$ cat src/rtl/fanout_pkg.sv
package fanout_pkg;

   typedef enum logic [2:0] {
      OP_PUT_FULL = 3'd0,
      OP_PUT_PART = 3'd1,
      OP_GET      = 3'd4
   } req_op_e;

   typedef enum logic [2:0] {
      RSP_ACK      = 3'd0,
      RSP_ACK_DATA = 3'd1
   } rsp_op_e;

   // Response code that matches a request opcode
   function automatic logic [2:0] ack_code(input logic [2:0] op);
      return (op == OP_GET) ? RSP_ACK_DATA : RSP_ACK;
   endfunction

endpackage

$ cat src/rtl/fanout_order_guard.sv
module fanout_order_guard #(
   parameter int unsigned NumDev = 4,
   parameter int unsigned MaxOut = 4,
   parameter int unsigned SelW   = 3,
   localparam int unsigned CntW  = $clog2(MaxOut + 1)
) (
   input  logic            clk_i,
   input  logic            rst_ni,
   input  logic [SelW-1:0] tgt_i,
   input  logic            req_accept_i,
   input  logic            rsp_done_i,
   output logic            issue_ok_o,
   output logic            busy_o,
   output logic [SelW-1:0] last_tgt_o
);

   logic [CntW-1:0] cnt_q;
   logic [SelW-1:0] last_q;

   assign busy_o     = (cnt_q != '0);
   assign last_tgt_o = last_q;
   assign issue_ok_o = (!busy_o || (tgt_i == last_q)) && (cnt_q != CntW'(MaxOut));

   always_ff @(posedge clk_i or negedge rst_ni) begin
      if (!rst_ni) begin
         cnt_q  <= '0;
         last_q <= '0;
      end else begin
         case ({req_accept_i, rsp_done_i})
            2'b10:   cnt_q <= cnt_q + 1'b1;
            2'b01:   cnt_q <= cnt_q - 1'b1;
            default: cnt_q <= cnt_q;
         endcase
         if (req_accept_i) last_q <= tgt_i;
      end
   end

   // no acceptance once the window is full
   p_sat_hold_r4: assert property (@(posedge clk_i) disable iff (!rst_ni)
      (cnt_q == CntW'(MaxOut)) |-> !req_accept_i);

   // a completion only ever retires something outstanding
   p_no_underflow_r9: assert property (@(posedge clk_i) disable iff (!rst_ni)
      rsp_done_i |-> (cnt_q != '0));

endmodule

$ cat src/rtl/fanout_err_responder.sv
module fanout_err_responder
   import fanout_pkg::*;
#(
   parameter int unsigned SrcW  = 8,
   parameter int unsigned SizeW = 2,
   parameter int unsigned UserW = 4
) (
   input  logic             clk_i,
   input  logic             rst_ni,
   input  logic             req_i,
   input  logic [2:0]       opcode_i,
   input  logic [SizeW-1:0] size_i,
   input  logic [SrcW-1:0]  source_i,
   input  logic [UserW-1:0] user_i,
   output logic             ready_o,
   output logic             rsp_valid_o,
   output logic [2:0]       rsp_opcode_o,
   output logic [SizeW-1:0] rsp_size_o,
   output logic [SrcW-1:0]  rsp_source_o,
   output logic [UserW-1:0] rsp_user_o,
   input  logic             rsp_ready_i
);

   logic             pend_q;
   logic [2:0]       code_q;
   logic [SizeW-1:0] size_q;
   logic [SrcW-1:0]  src_q;
   logic [UserW-1:0] user_q;

   assign ready_o      = !pend_q;
   assign rsp_valid_o  = pend_q;
   assign rsp_opcode_o = code_q;
   assign rsp_size_o   = size_q;
   assign rsp_source_o = src_q;
   assign rsp_user_o   = user_q;

   always_ff @(posedge clk_i or negedge rst_ni) begin
      if (!rst_ni) begin
         pend_q <= 1'b0;
         code_q <= '0;
         size_q <= '0;
         src_q  <= '0;
         user_q <= '0;
      end else if (req_i && !pend_q) begin
         pend_q <= 1'b1;
         code_q <= ack_code(opcode_i);
         size_q <= size_i;
         src_q  <= source_i;
         user_q <= user_i;
      end else if (pend_q && rsp_ready_i) begin
         pend_q <= 1'b0;
      end
   end

   // response follows acceptance by one cycle and echoes the request
   p_err_echo_r6: assert property (@(posedge clk_i) disable iff (!rst_ni)
      (req_i && ready_o) |=> (rsp_valid_o && rsp_source_o == $past(source_i)
                              && rsp_size_o == $past(size_i)));

   // a pending response is held until taken
   p_err_hold_r6: assert property (@(posedge clk_i) disable iff (!rst_ni)
      (rsp_valid_o && !rsp_ready_i) |=> (rsp_valid_o && $stable(rsp_source_o)
                                         && $stable(rsp_opcode_o)));

endmodule

$ cat src/rtl/bus_fanout_socket.sv
module bus_fanout_socket
   import fanout_pkg::*;
#(
   parameter int unsigned NumDev = 4,
   parameter int unsigned AddrW  = 16,
   parameter int unsigned DataW  = 32,
   parameter int unsigned SrcW   = 8,
   parameter int unsigned UserW  = 4,
   parameter int unsigned MaxOut = 4,
   localparam int unsigned ByteW = DataW / 8,
   localparam int unsigned SizeW = $clog2($clog2(ByteW) + 1),
   localparam int unsigned SelW  = $clog2(NumDev + 1)
) (
   input  logic                    clk_i,
   input  logic                    rst_ni,
   input  logic                    host_a_valid_i,
   input  logic [2:0]              host_a_opcode_i,
   input  logic [SizeW-1:0]        host_a_size_i,
   input  logic [SrcW-1:0]         host_a_source_i,
   input  logic [AddrW-1:0]        host_a_address_i,
   input  logic [ByteW-1:0]        host_a_mask_i,
   input  logic [DataW-1:0]        host_a_data_i,
   input  logic [UserW-1:0]        host_a_user_i,
   input  logic [SelW-1:0]         host_sel_i,
   output logic                    host_a_ready_o,
   output logic                    host_d_valid_o,
   output logic [2:0]              host_d_opcode_o,
   output logic [SizeW-1:0]        host_d_size_o,
   output logic [SrcW-1:0]         host_d_source_o,
   output logic [DataW-1:0]        host_d_data_o,
   output logic [UserW-1:0]        host_d_user_o,
   output logic                    host_d_error_o,
   input  logic                    host_d_ready_i,
   output logic [NumDev-1:0]       dev_a_valid_o,
   output logic [2:0]              dev_a_opcode_o,
   output logic [SizeW-1:0]        dev_a_size_o,
   output logic [SrcW-1:0]         dev_a_source_o,
   output logic [AddrW-1:0]        dev_a_address_o,
   output logic [ByteW-1:0]        dev_a_mask_o,
   output logic [DataW-1:0]        dev_a_data_o,
   output logic [UserW-1:0]        dev_a_user_o,
   input  logic [NumDev-1:0]       dev_a_ready_i,
   input  logic [NumDev-1:0]       dev_d_valid_i,
   input  logic [NumDev*3-1:0]     dev_d_opcode_i,
   input  logic [NumDev*SizeW-1:0] dev_d_size_i,
   input  logic [NumDev*SrcW-1:0]  dev_d_source_i,
   input  logic [NumDev*DataW-1:0] dev_d_data_i,
   input  logic [NumDev*UserW-1:0] dev_d_user_i,
   input  logic [NumDev-1:0]       dev_d_error_i,
   output logic [NumDev-1:0]       dev_d_ready_o
);

   localparam logic [SelW-1:0] ErrTgt = SelW'(NumDev);

   if (NumDev < 2 || NumDev > 15) begin : g_bad_numdev
      $error("NumDev must lie in 2..15");
   end
   if (MaxOut < 1) begin : g_bad_maxout
      $error("MaxOut must be at least 1");
   end
   if (DataW % 8 != 0 || DataW < 16) begin : g_bad_dataw
      $error("DataW must be a multiple of 8 and at least 16");
   end

   logic [SelW-1:0]  tgt;
   logic             to_err;
   logic             issue_ok;
   logic             busy;
   logic [SelW-1:0]  last_tgt;
   logic             sel_ready;
   logic             req_accept;
   logic             rsp_done;
   logic             err_ready;
   logic             err_rsp_valid;
   logic             err_rsp_ready;
   logic [2:0]       err_rsp_opcode;
   logic [SizeW-1:0] err_rsp_size;
   logic [SrcW-1:0]  err_rsp_source;
   logic [UserW-1:0] err_rsp_user;

   // Out-of-range selects collapse onto one internal target
   assign tgt    = (host_sel_i >= ErrTgt) ? ErrTgt : host_sel_i;
   assign to_err = (tgt == ErrTgt);

   fanout_order_guard #(
      .NumDev (NumDev),
      .MaxOut (MaxOut),
      .SelW   (SelW)
   ) i_guard (
      .clk_i        (clk_i),
      .rst_ni       (rst_ni),
      .tgt_i        (tgt),
      .req_accept_i (req_accept),
      .rsp_done_i   (rsp_done),
      .issue_ok_o   (issue_ok),
      .busy_o       (busy),
      .last_tgt_o   (last_tgt)
   );

   fanout_err_responder #(
      .SrcW  (SrcW),
      .SizeW (SizeW),
      .UserW (UserW)
   ) i_err (
      .clk_i        (clk_i),
      .rst_ni       (rst_ni),
      .req_i        (host_a_valid_i && issue_ok && to_err),
      .opcode_i     (host_a_opcode_i),
      .size_i       (host_a_size_i),
      .source_i     (host_a_source_i),
      .user_i       (host_a_user_i),
      .ready_o      (err_ready),
      .rsp_valid_o  (err_rsp_valid),
      .rsp_opcode_o (err_rsp_opcode),
      .rsp_size_o   (err_rsp_size),
      .rsp_source_o (err_rsp_source),
      .rsp_user_o   (err_rsp_user),
      .rsp_ready_i  (err_rsp_ready)
   );

   // Request path
   always_comb begin
      sel_ready = to_err ? err_ready : 1'b0;
      for (int i = 0; i < int'(NumDev); i++) begin
         if (tgt == SelW'(i)) sel_ready = dev_a_ready_i[i];
      end
   end

   assign host_a_ready_o  = issue_ok && sel_ready;
   assign req_accept      = host_a_valid_i && host_a_ready_o;
   assign dev_a_opcode_o  = host_a_opcode_i;
   assign dev_a_size_o    = host_a_size_i;
   assign dev_a_source_o  = host_a_source_i;
   assign dev_a_address_o = host_a_address_i;
   assign dev_a_mask_o    = host_a_mask_i;
   assign dev_a_data_o    = host_a_data_i;
   assign dev_a_user_o    = host_a_user_i;

   for (genvar g = 0; g < int'(NumDev); g++) begin : g_port
      assign dev_a_valid_o[g] = host_a_valid_i && issue_ok && (tgt == SelW'(g));
      assign dev_d_ready_o[g] = host_d_ready_i && busy && (last_tgt == SelW'(g));
   end

   // Response path: only the target of the outstanding run may answer
   assign err_rsp_ready = host_d_ready_i && busy && (last_tgt == ErrTgt);

   always_comb begin
      host_d_valid_o  = 1'b0;
      host_d_opcode_o = '0;
      host_d_size_o   = '0;
      host_d_source_o = '0;
      host_d_data_o   = '0;
      host_d_user_o   = '0;
      host_d_error_o  = 1'b0;
      if (busy) begin
         if (last_tgt == ErrTgt) begin
            host_d_valid_o  = err_rsp_valid;
            host_d_opcode_o = err_rsp_opcode;
            host_d_size_o   = err_rsp_size;
            host_d_source_o = err_rsp_source;
            host_d_user_o   = err_rsp_user;
            host_d_error_o  = 1'b1;
         end
         for (int i = 0; i < int'(NumDev); i++) begin
            if (last_tgt == SelW'(i)) begin
               host_d_valid_o  = dev_d_valid_i[i];
               host_d_opcode_o = dev_d_opcode_i[i*3 +: 3];
               host_d_size_o   = dev_d_size_i[i*SizeW +: SizeW];
               host_d_source_o = dev_d_source_i[i*SrcW +: SrcW];
               host_d_data_o   = dev_d_data_i[i*DataW +: DataW];
               host_d_user_o   = dev_d_user_i[i*UserW +: UserW];
               host_d_error_o  = dev_d_error_i[i];
            end
         end
      end
   end

   assign rsp_done = host_d_valid_o && host_d_ready_i;

   // at most one device port sees a request
   p_one_port_r1: assert property (@(posedge clk_i) disable iff (!rst_ni)
      $onehot0(dev_a_valid_o));

   // a switch of target waits for the outstanding run to drain
   p_hold_switch_r3: assert property (@(posedge clk_i) disable iff (!rst_ni)
      (busy && host_a_valid_i && tgt != last_tgt) |-> (!host_a_ready_o && dev_a_valid_o == '0));

   // nothing outstanding means the response path is closed
   p_idle_closed_r9: assert property (@(posedge clk_i) disable iff (!rst_ni)
      !busy |-> (!host_d_valid_o && dev_d_ready_o == '0));

   // a second out-of-range request waits for the pending error response
   p_err_single_r8: assert property (@(posedge clk_i) disable iff (!rst_ni)
      (err_rsp_valid && host_a_valid_i && to_err) |-> !host_a_ready_o);

endmodule

$ cat config.mk
export PLATFORM = sky130hd
export DESIGN_NAME = bus_fanout_socket
export DESIGN_NICKNAME = d
export VERILOG_FILES = /design/src/rtl/fanout_pkg.sv /design/src/rtl/fanout_order_guard.sv /design/src/rtl/fanout_err_responder.sv /design/src/rtl/bus_fanout_socket.sv
export SDC_FILE = /design/constraint.sdc
export NUM_CORES = 1
export LEC_CHECK = 0
export BUFFER_PORTS_ARGS = -buffer_cell sky130_fd_sc_hd__buf_2
export CAP_MARGIN = 20
export CELL_PAD_IN_SITES_DETAIL_PLACEMENT = 2
export CELL_PAD_IN_SITES_GLOBAL_PLACEMENT = 2
export CORE_AREA = 2 2 160 162
export CTS_CLUSTER_DIAMETER = 120
export DETAILED_ROUTE_END_ITERATION = 12
export DIE_AREA = 0 0 162 164
export HOLD_SLACK_MARGIN = 0.05
export PLACE_DENSITY_LB_ADDON = 0.1
export SYNTH_ARGS = -nofsm -noshare
export SYNTH_HDL_FRONTEND = slang
export SYNTH_SLANG_ARGS = --single-unit
$ cat constraint.sdc
create_clock -name clk_i -period 2.86 [get_ports clk_i]
set_clock_uncertainty 0.05 [all_clocks]
set_input_delay 0 -clock clk_i [delete_from_list [all_inputs] [get_ports clk_i]]
set_output_delay 0 -clock clk_i [all_outputs]
set_load 0.005 [all_outputs]
==> results of run 1 <==
==> flip-flops by register name (all words and copies together) (netlist names) <==
signal and flops:
i_guard.last_tgt_o 3, i_err.rsp_opcode_o 1, i_err.rsp_valid_o 1, i_err.rsp_size_o 2
i_err.rsp_source_o 8, i_err.rsp_user_o 4, i_guard.cnt_q 3
==> what timing repair did <==
action	CTS	global route
hold buffers	67	0
endpoints found under the setup margin	0	39
resized for setup	0	2
hold endpoints to repair	88	0
==> cells in the mapped netlist <==
library cell,n,area (um^2)
mux2i_1,5,50.1
a41oi_4,1,27.5
nor3_1,5,25.0
xor2_1,2,17.5
nand2_1,4,15.0
ha_1,1,12.5
nor3b_1,1,7.51
nor2_1,56,210
inv_2,1,3.75
or3_1,1,6.26
inv_1,5,18.8
buf_1,4,15.0
nand2b_1,4,25.0
o311a_1,1,10.0
nor4b_1,1,8.76
buf_6,1,11.3
nor2_4,1,11.3
fa_1,1,20.0
o21ai_0,40,200
mux2_2,40,450
and2_1,1,6.26
buf_2,4,20.0
a311o_1,1,10.0
nor4_1,4,25.0
dfrtp_1,22,551
nor2b_1,1,6.26
a21o_1,1,7.51
or2_2,1,6.26
mux2_4,9,135
nor4bb_1,1,10.0
or2_1,1,6.26
o2bb2ai_1,1,8.76
clkbuf_1,31,116
o22ai_1,50,313
o221ai_1,16,140
a31oi_1,15,93.8
nand3b_1,1,7.51
a21oi_1,19,95.1
buf_4,70,526
xnor2_1,2,17.5
nand3_1,1,5.00
==> layout make-up <==
cell class,count,area share [%]
multi-input combinational,289,36.9
inverter,6,0.416
sequential,22,10.2
tap,330,7.63
antenna,1,0.0462
timing repair buffer,391,43.3
clock buffer,4,1.46
==> per-layer routing <==
layer / vias up / GRT usage [%]
met1: 2076 / 14.8
met3: 18 / 2.50
met4: 2 / 3.62
met2: 225 / 28.5
met5: - / 0
li1: 2069 / -
==> critical path: cells and delay by family, from the launching register on <==
family / cells / cell delay [ps]
AOI/OAI and AO/OA: 2 / 540
xor gates and xnor gates: 2 / 300
adders and majority gates: 2 / 590
buffers and inverters: 1 / 70
DFF: 1 / 480
and+or+nand+nor: 3 / 450
==> logic make-up (layout without fill, tap and decap cells) <==
logic type               after synthesis  in the layout  share of synthesized area, %
multiplexers                          54             54                          19.5
XOR/XNOR                               4              4                          1.08
flip-flops                            22             22                          16.9
buffers and inverters                116            401                          21.9
other                                  0              1                             0
adder cells (fa/ha/maj)                2              2                          1.00
AO/OA/AOI/OAI                        145            145                          27.9
AND/OR/NAND/NOR                       84             84                          11.7
==> power breakdown <==
part | switching (W) | total [W] | internal (W)
logic | 0.00208 | 0.00379 | 0.00171
registers | 0.000139 | 0.000611 | 0.000472
clock network | 0.000114 | 0.000304 | 0.000190
total | 0.00233 | 0.00470 | 0.00237
==> metrics by stage <==
step	util, %	cells	power (W)	hold slack, ps
after floorplan	-	427	0.00284	-346
after global placement	18.8	971	0.00441	-50.0
after detailed placement	18.8	971	0.00446	-50.0
after CTS	21.8	1042	0.00489	113
after global routing	21.8	1043	0.00523	122
final	21.8	1043	0.00470	118
==> path summary, 6_finish.rpt <==
check	to	slack, ps
worst max-delay path	i_guard.cnt_q[2]	310
min in group asynchronous	i_err.rsp_source_o[0]	210
worst min-delay path	i_err.rsp_opcode_o[0]	120
worst min register to register	i_guard.cnt_q[2]	440
max in group asynchronous	i_guard.last_tgt_o[2]	2140
worst max register to register	i_guard.cnt_q[2]	310
==> impl_metrics.csv, run 1 <==
group,metric,value,unit
drt,wl_met2,11000,um
drt,first_pass_iters,4,
worst_setup_path,arrival,2690,ps
drt,drcViolationCount,0,
drt,wl_met1,7350,um
placed_design,place_ws,185,ps
drt,wl_per_cell,19.1,um
pwr,peakVddDrop,0.288,mV
placed_design,hpwl,15800,um
worst_setup_path,path_cells,"nor4bb_1 > a311o_1 > a41oi_4 > or2_1 > ha_1 > inv_1 > fa_1 > xor2_1 > nor2_1 > xor2_1",
logic_synthesis,synth.distinct_cells,41,
worst_setup_path,end_kind,"flip-flop",
clock_network,cts_made_buffers,3,
global_routing,antenna_found_initial,2,
worst_setup_path,cpPeakStageDelay,480,ps
run,maxCapViolCount,0,
sta,fmax,392,MHz
clock_network,tritoncts,"built",
worst_setup_path,required,3000,ps
sta,tightest_slew,648,ps
floorplan,io_pins,413,
logic_synthesis,syn_area_per_cell,7.62,um^2
logic_synthesis,syn_nets,713,
clock_network,clock_latency,260,ps
drt,routed_wl,20000,um
worst_setup_path,r2r_cells,10,
worst_hold_path,hold-path-cell-count,3,
drt,dr_wl_met3,1300,um
clock_network,clockBufferDepth,2,
finish,fillers,2967,
run_status,status,"finished, final reports clean",
worst_setup_path,worstPathMaxFanout,10,
sta,hold_viol_final,0,
clock_network,htreeDepth,1,
finish,final_cell_mix,"308 x buf_2, 67 x dlygate4sd3_1, 55 x nor2_1",
drt,routed_via_density,4.21,
floorplan,design.die.area,26600,um^2
logic_synthesis,ys_ff_latch,22,
sta,max_slew_margin,56.7,%
global_routing,grt_pass1_wl,28900,um
sta,tns,0,ps
worst_hold_path,hold_class,"in2reg",
drt,dr.max_layer_used,"met5",
global_routing,overflow,0,
pwr,p_leak,2.58,nW
finish,layout_commonest_cell,"buf_2",
finish,multi_input_area,2000,um^2
logic_synthesis,syn_area,3250,um^2
sta,fin_crit_sh,89.3,%
floorplan,die_x,162,um
finish,fin_area,5410,um^2
floorplan,core.rowCount,58,
floorplan,core_region_area,24800,um^2
finish,nets,999,
sta,min_period,2550,ps
sta,setup_viol,0,
logic_synthesis,postSynthCellCount,427,
drt,first_iter_violations,113,
logic_synthesis,seq_area_frac_synth,16.9,%
finish,area_delta_synth_final,66.5,%
finish,regArea,554,um^2
worst_setup_path,critical_path_class,"reg2reg",
worst_setup_path,timing.rr.start,"i_guard.last_tgt_o[0]",
worst_setup_path,cp-startpoint,"i_guard.last_tgt_o[0]",
placed_design,placed_cell_area,4660,um^2
worst_hold_path,min_from,"host_a_opcode_i[1]",
pwr,p_per_area,869,nW/um^2
worst_setup_path,critPathSlowestCell,"dfrtp_2",
clock_network,post-cts-setup-buffer-count,0,
floorplan,initial_core_util,13.1,%
global_routing,grt_pass1_vias,4971,
worst_setup_path,worst_path_most_repeated_cell,"xor2_1",
global_routing,grt_usage,14.1,%
clock_network,cts.clk_slew.worst_paths,60,ps
drt,vias,4390,
sta,rsz0062_at_grt,"no",
placed_design,port_buffers,308,
clock_network,cts-root-buf,"clkbuf_16",
global_routing,grt_max_degree,37,
sta,maxSlewViolCount,0,
worst_setup_path,cp-start-kind,"flip-flop",
finish,drive_above_1_share,54.1,%
logic_synthesis,synth_warnings,0,
clock_network,cts_sinks,22,
drt,ant_nets,0,
sta,layout_setup_ws,307,ps
floorplan,die_h,164,um
placed_design,gp_congestion,0.795,
No activity file was read; power rests on OpenSTA's default activity.
==> run 2: changes to the inputs <==
--- a/config.mk
+++ b/config.mk
@@ -7,14 +7,12 @@
 export LEC_CHECK = 0
 export BUFFER_PORTS_ARGS = -buffer_cell sky130_fd_sc_hd__buf_2
 export CAP_MARGIN = 20
-export CELL_PAD_IN_SITES_DETAIL_PLACEMENT = 2
-export CELL_PAD_IN_SITES_GLOBAL_PLACEMENT = 2
-export CORE_AREA = 2 2 160 162
+export CORE_AREA = 2 2 158 160
 export CTS_CLUSTER_DIAMETER = 120
 export DETAILED_ROUTE_END_ITERATION = 12
-export DIE_AREA = 0 0 162 164
+export DIE_AREA = 0 0 160 162
 export HOLD_SLACK_MARGIN = 0.05
-export PLACE_DENSITY_LB_ADDON = 0.1
+export SLEW_MARGIN = 25
 export SYNTH_ARGS = -nofsm -noshare
 export SYNTH_HDL_FRONTEND = slang
 export SYNTH_SLANG_ARGS = --single-unit
==> run 2 against run 1 <==
Against the previous run: register-to-register slack improved by 70 ps; die area decreased by 2.4%; hold slack improved by 11 ps; fmax increased by 2.0%; clock-buffer cell count unchanged; sequential share of layout area about the same; power increased by 0.70%; sequential power decreased by 3%; first-iteration DRC count increased by 91%; largest cell class unchanged.
==> impl_metrics.csv, run 2 (same netlist as run 1, synthesis figures left out) <==
group,metric,value,unit
run_status,status,"finished, final reports clean",
clock_network,htreeDepth,1,
finish,largest_reg_flops,8,
floorplan,die_h,162,um
finish,layout_commonest_cell,"buf_2",
finish,area_delta_synth_final,66.4,%
clock_network,tritoncts,"built",
placed_design,place_ws,370,ps
finish,final_cell_mix,"308 x buf_2, 67 x dlygate4sd3_1, 55 x nor2_1",
floorplan,design.die.area,25900,um^2
clock_network,cts_sinks,22,
worst_setup_path,end_kind,"output port",
global_routing,grt_max_degree,36,
sta,tightest_slew,645,ps
sta,rsz0062_at_grt,"no",
sta,fmax,399,MHz
sta,hold_viol_final,0,
clock_network,clockBufferDepth,2,
worst_setup_path,cp-start-kind,"flip-flop",
placed_design,gp_congestion,0.791,
sta,min_period,2500,ps
finish,nets,1000,
drt,drcViolationCount,0,
drt,ant_nets,0,
drt,first_pass_iters,7,
placed_design,hpwl,14400,um
clock_network,cts-root-buf,"clkbuf_16",
clock_network,cts_made_buffers,3,
global_routing,grt_pass1_vias,4464,
pwr,peakVddDrop,0.391,mV
sta,setup_viol,0,
sta,tns,0,ps
global_routing,grt_pass1_wl,26000,um
sta,fin_crit_sh,87.6,%
sta,layout_setup_ws,356,ps
drt,wl_per_cell,17.7,um
floorplan,core_region_area,24100,um^2
run,maxCapViolCount,0,
pwr,p_per_area,876,nW/um^2
drt,first_iter_violations,216,
global_routing,grt_usage,12.9,%
floorplan,initial_core_util,13.5,%
worst_setup_path,worst_path_most_repeated_cell,"buf_4",
pwr,p_leak,2.58,nW
clock_network,cts.clk_slew.worst_paths,70,ps
worst_setup_path,cpPeakStageDelay,420,ps
worst_hold_path,hold_class,"in2reg",
worst_setup_path,required,2810,ps
global_routing,antenna_found_initial,1,
worst_setup_path,critPathTopFamily,"buffers and inverters",
worst_setup_path,critical_path_class,"reg2out",
placed_design,port_buffers,308,
finish,drive_above_1_share,54.1,%
worst_setup_path,path_cells,"buf_4 > buf_4 > nand2b_2 > buf_4 > o22ai_1 > nor2_1 > a31oi_1 > nor2_1 > buf_2",
floorplan,core.rowCount,57,
drt,vias,4371,
worst_setup_path,arrival,2450,ps
worst_setup_path,worstPathMaxFanout,32,
worst_setup_path,critPathSlowestCell,"buf_4",
drt,routed_via_density,4.21,
clock_network,post-cts-setup-buffer-count,0,
floorplan,io_pins,413,
sta,max_slew_margin,56.9,%
floorplan,die_x,160,um
clock_network,clock_latency,260,ps
drt,routed_wl,18400,um
global_routing,overflow,0,
worst_setup_path,critical_path_buf_inv_count,4,
sta,maxSlewViolCount,0,
-- run 2: repair_timing --
item,4_1_cts,5_1_grt
hold buffers,67,0
gates resized for setup,0,0
hold endpoints to repair,88,0
-- run 2: worst paths after layout --
check,startpoint,endpoint,slack [ps],cells past startpoint
max in group asynchronous,rst_ni,i_guard.last_tgt_o[0],2130,2
hold reg to reg,i_guard.cnt_q[2],i_guard.cnt_q[2],450,1
hold / removal,host_a_opcode_i[1],i_err.rsp_opcode_o[0],130,3
setup / recovery,i_guard.last_tgt_o[0],host_d_size_o[0],360,9
setup reg to reg,i_guard.last_tgt_o[0],i_guard.cnt_q[2],380,10
min in group asynchronous,rst_ni,i_err.rsp_size_o[0],230,2
-- run 2: power by group --
part	total, W	internal (W)	switching, W
logic	0.00384	0.00172	0.00211
registers	0.000594	0.000472	0.000122
clock network	0.000309	0.000190	0.000118
total	0.00474	0.00239	0.00235
-- run 2: layer usage --
metal	wire, um	up-vias	GRT usage [%]
met5	0	-	0
met4	443	0	3.77
met3	1360	34	2.22
li1	-	2071	-
met2	9500	282	24.7
met1	7060	1984	14.6
-- run 2: final cells by class --
class                   count  area [um^2]
diodes                      1         2.50
clock buffers               4         78.8
fillers                  2706        18700
inverters                   6         22.5
multi-input cells         289         2000
flip-flops and latches     22          554
well taps                 324          405
repair buffers            392         2350
-- run 2: per-stage QoR --
| stage | power, W | utilization (%) | cell area [um^2] | hold WS (ps) | instances |
|---|---|---|---|---|---|
| after floorplan | 0.00284 | - | 3250 | -346 | 427 |
| after global placement | 0.00432 | 19.3 | 4660 | -50.0 | 966 |
| after detailed placement | 0.00436 | 19.3 | 4660 | -50.0 | 966 |
| after CTS | 0.00478 | 22.4 | 5410 | 123 | 1037 |
| after global routing | 0.00516 | 22.4 | 5410 | 144 | 1038 |
| final | 0.00474 | 22.4 | 5410 | 129 | 1038 |
-- run 2: worst min-delay path, stage by stage --
cell,delay [ps]
buf_2,80
nor3b_1,50
mux2_4,250
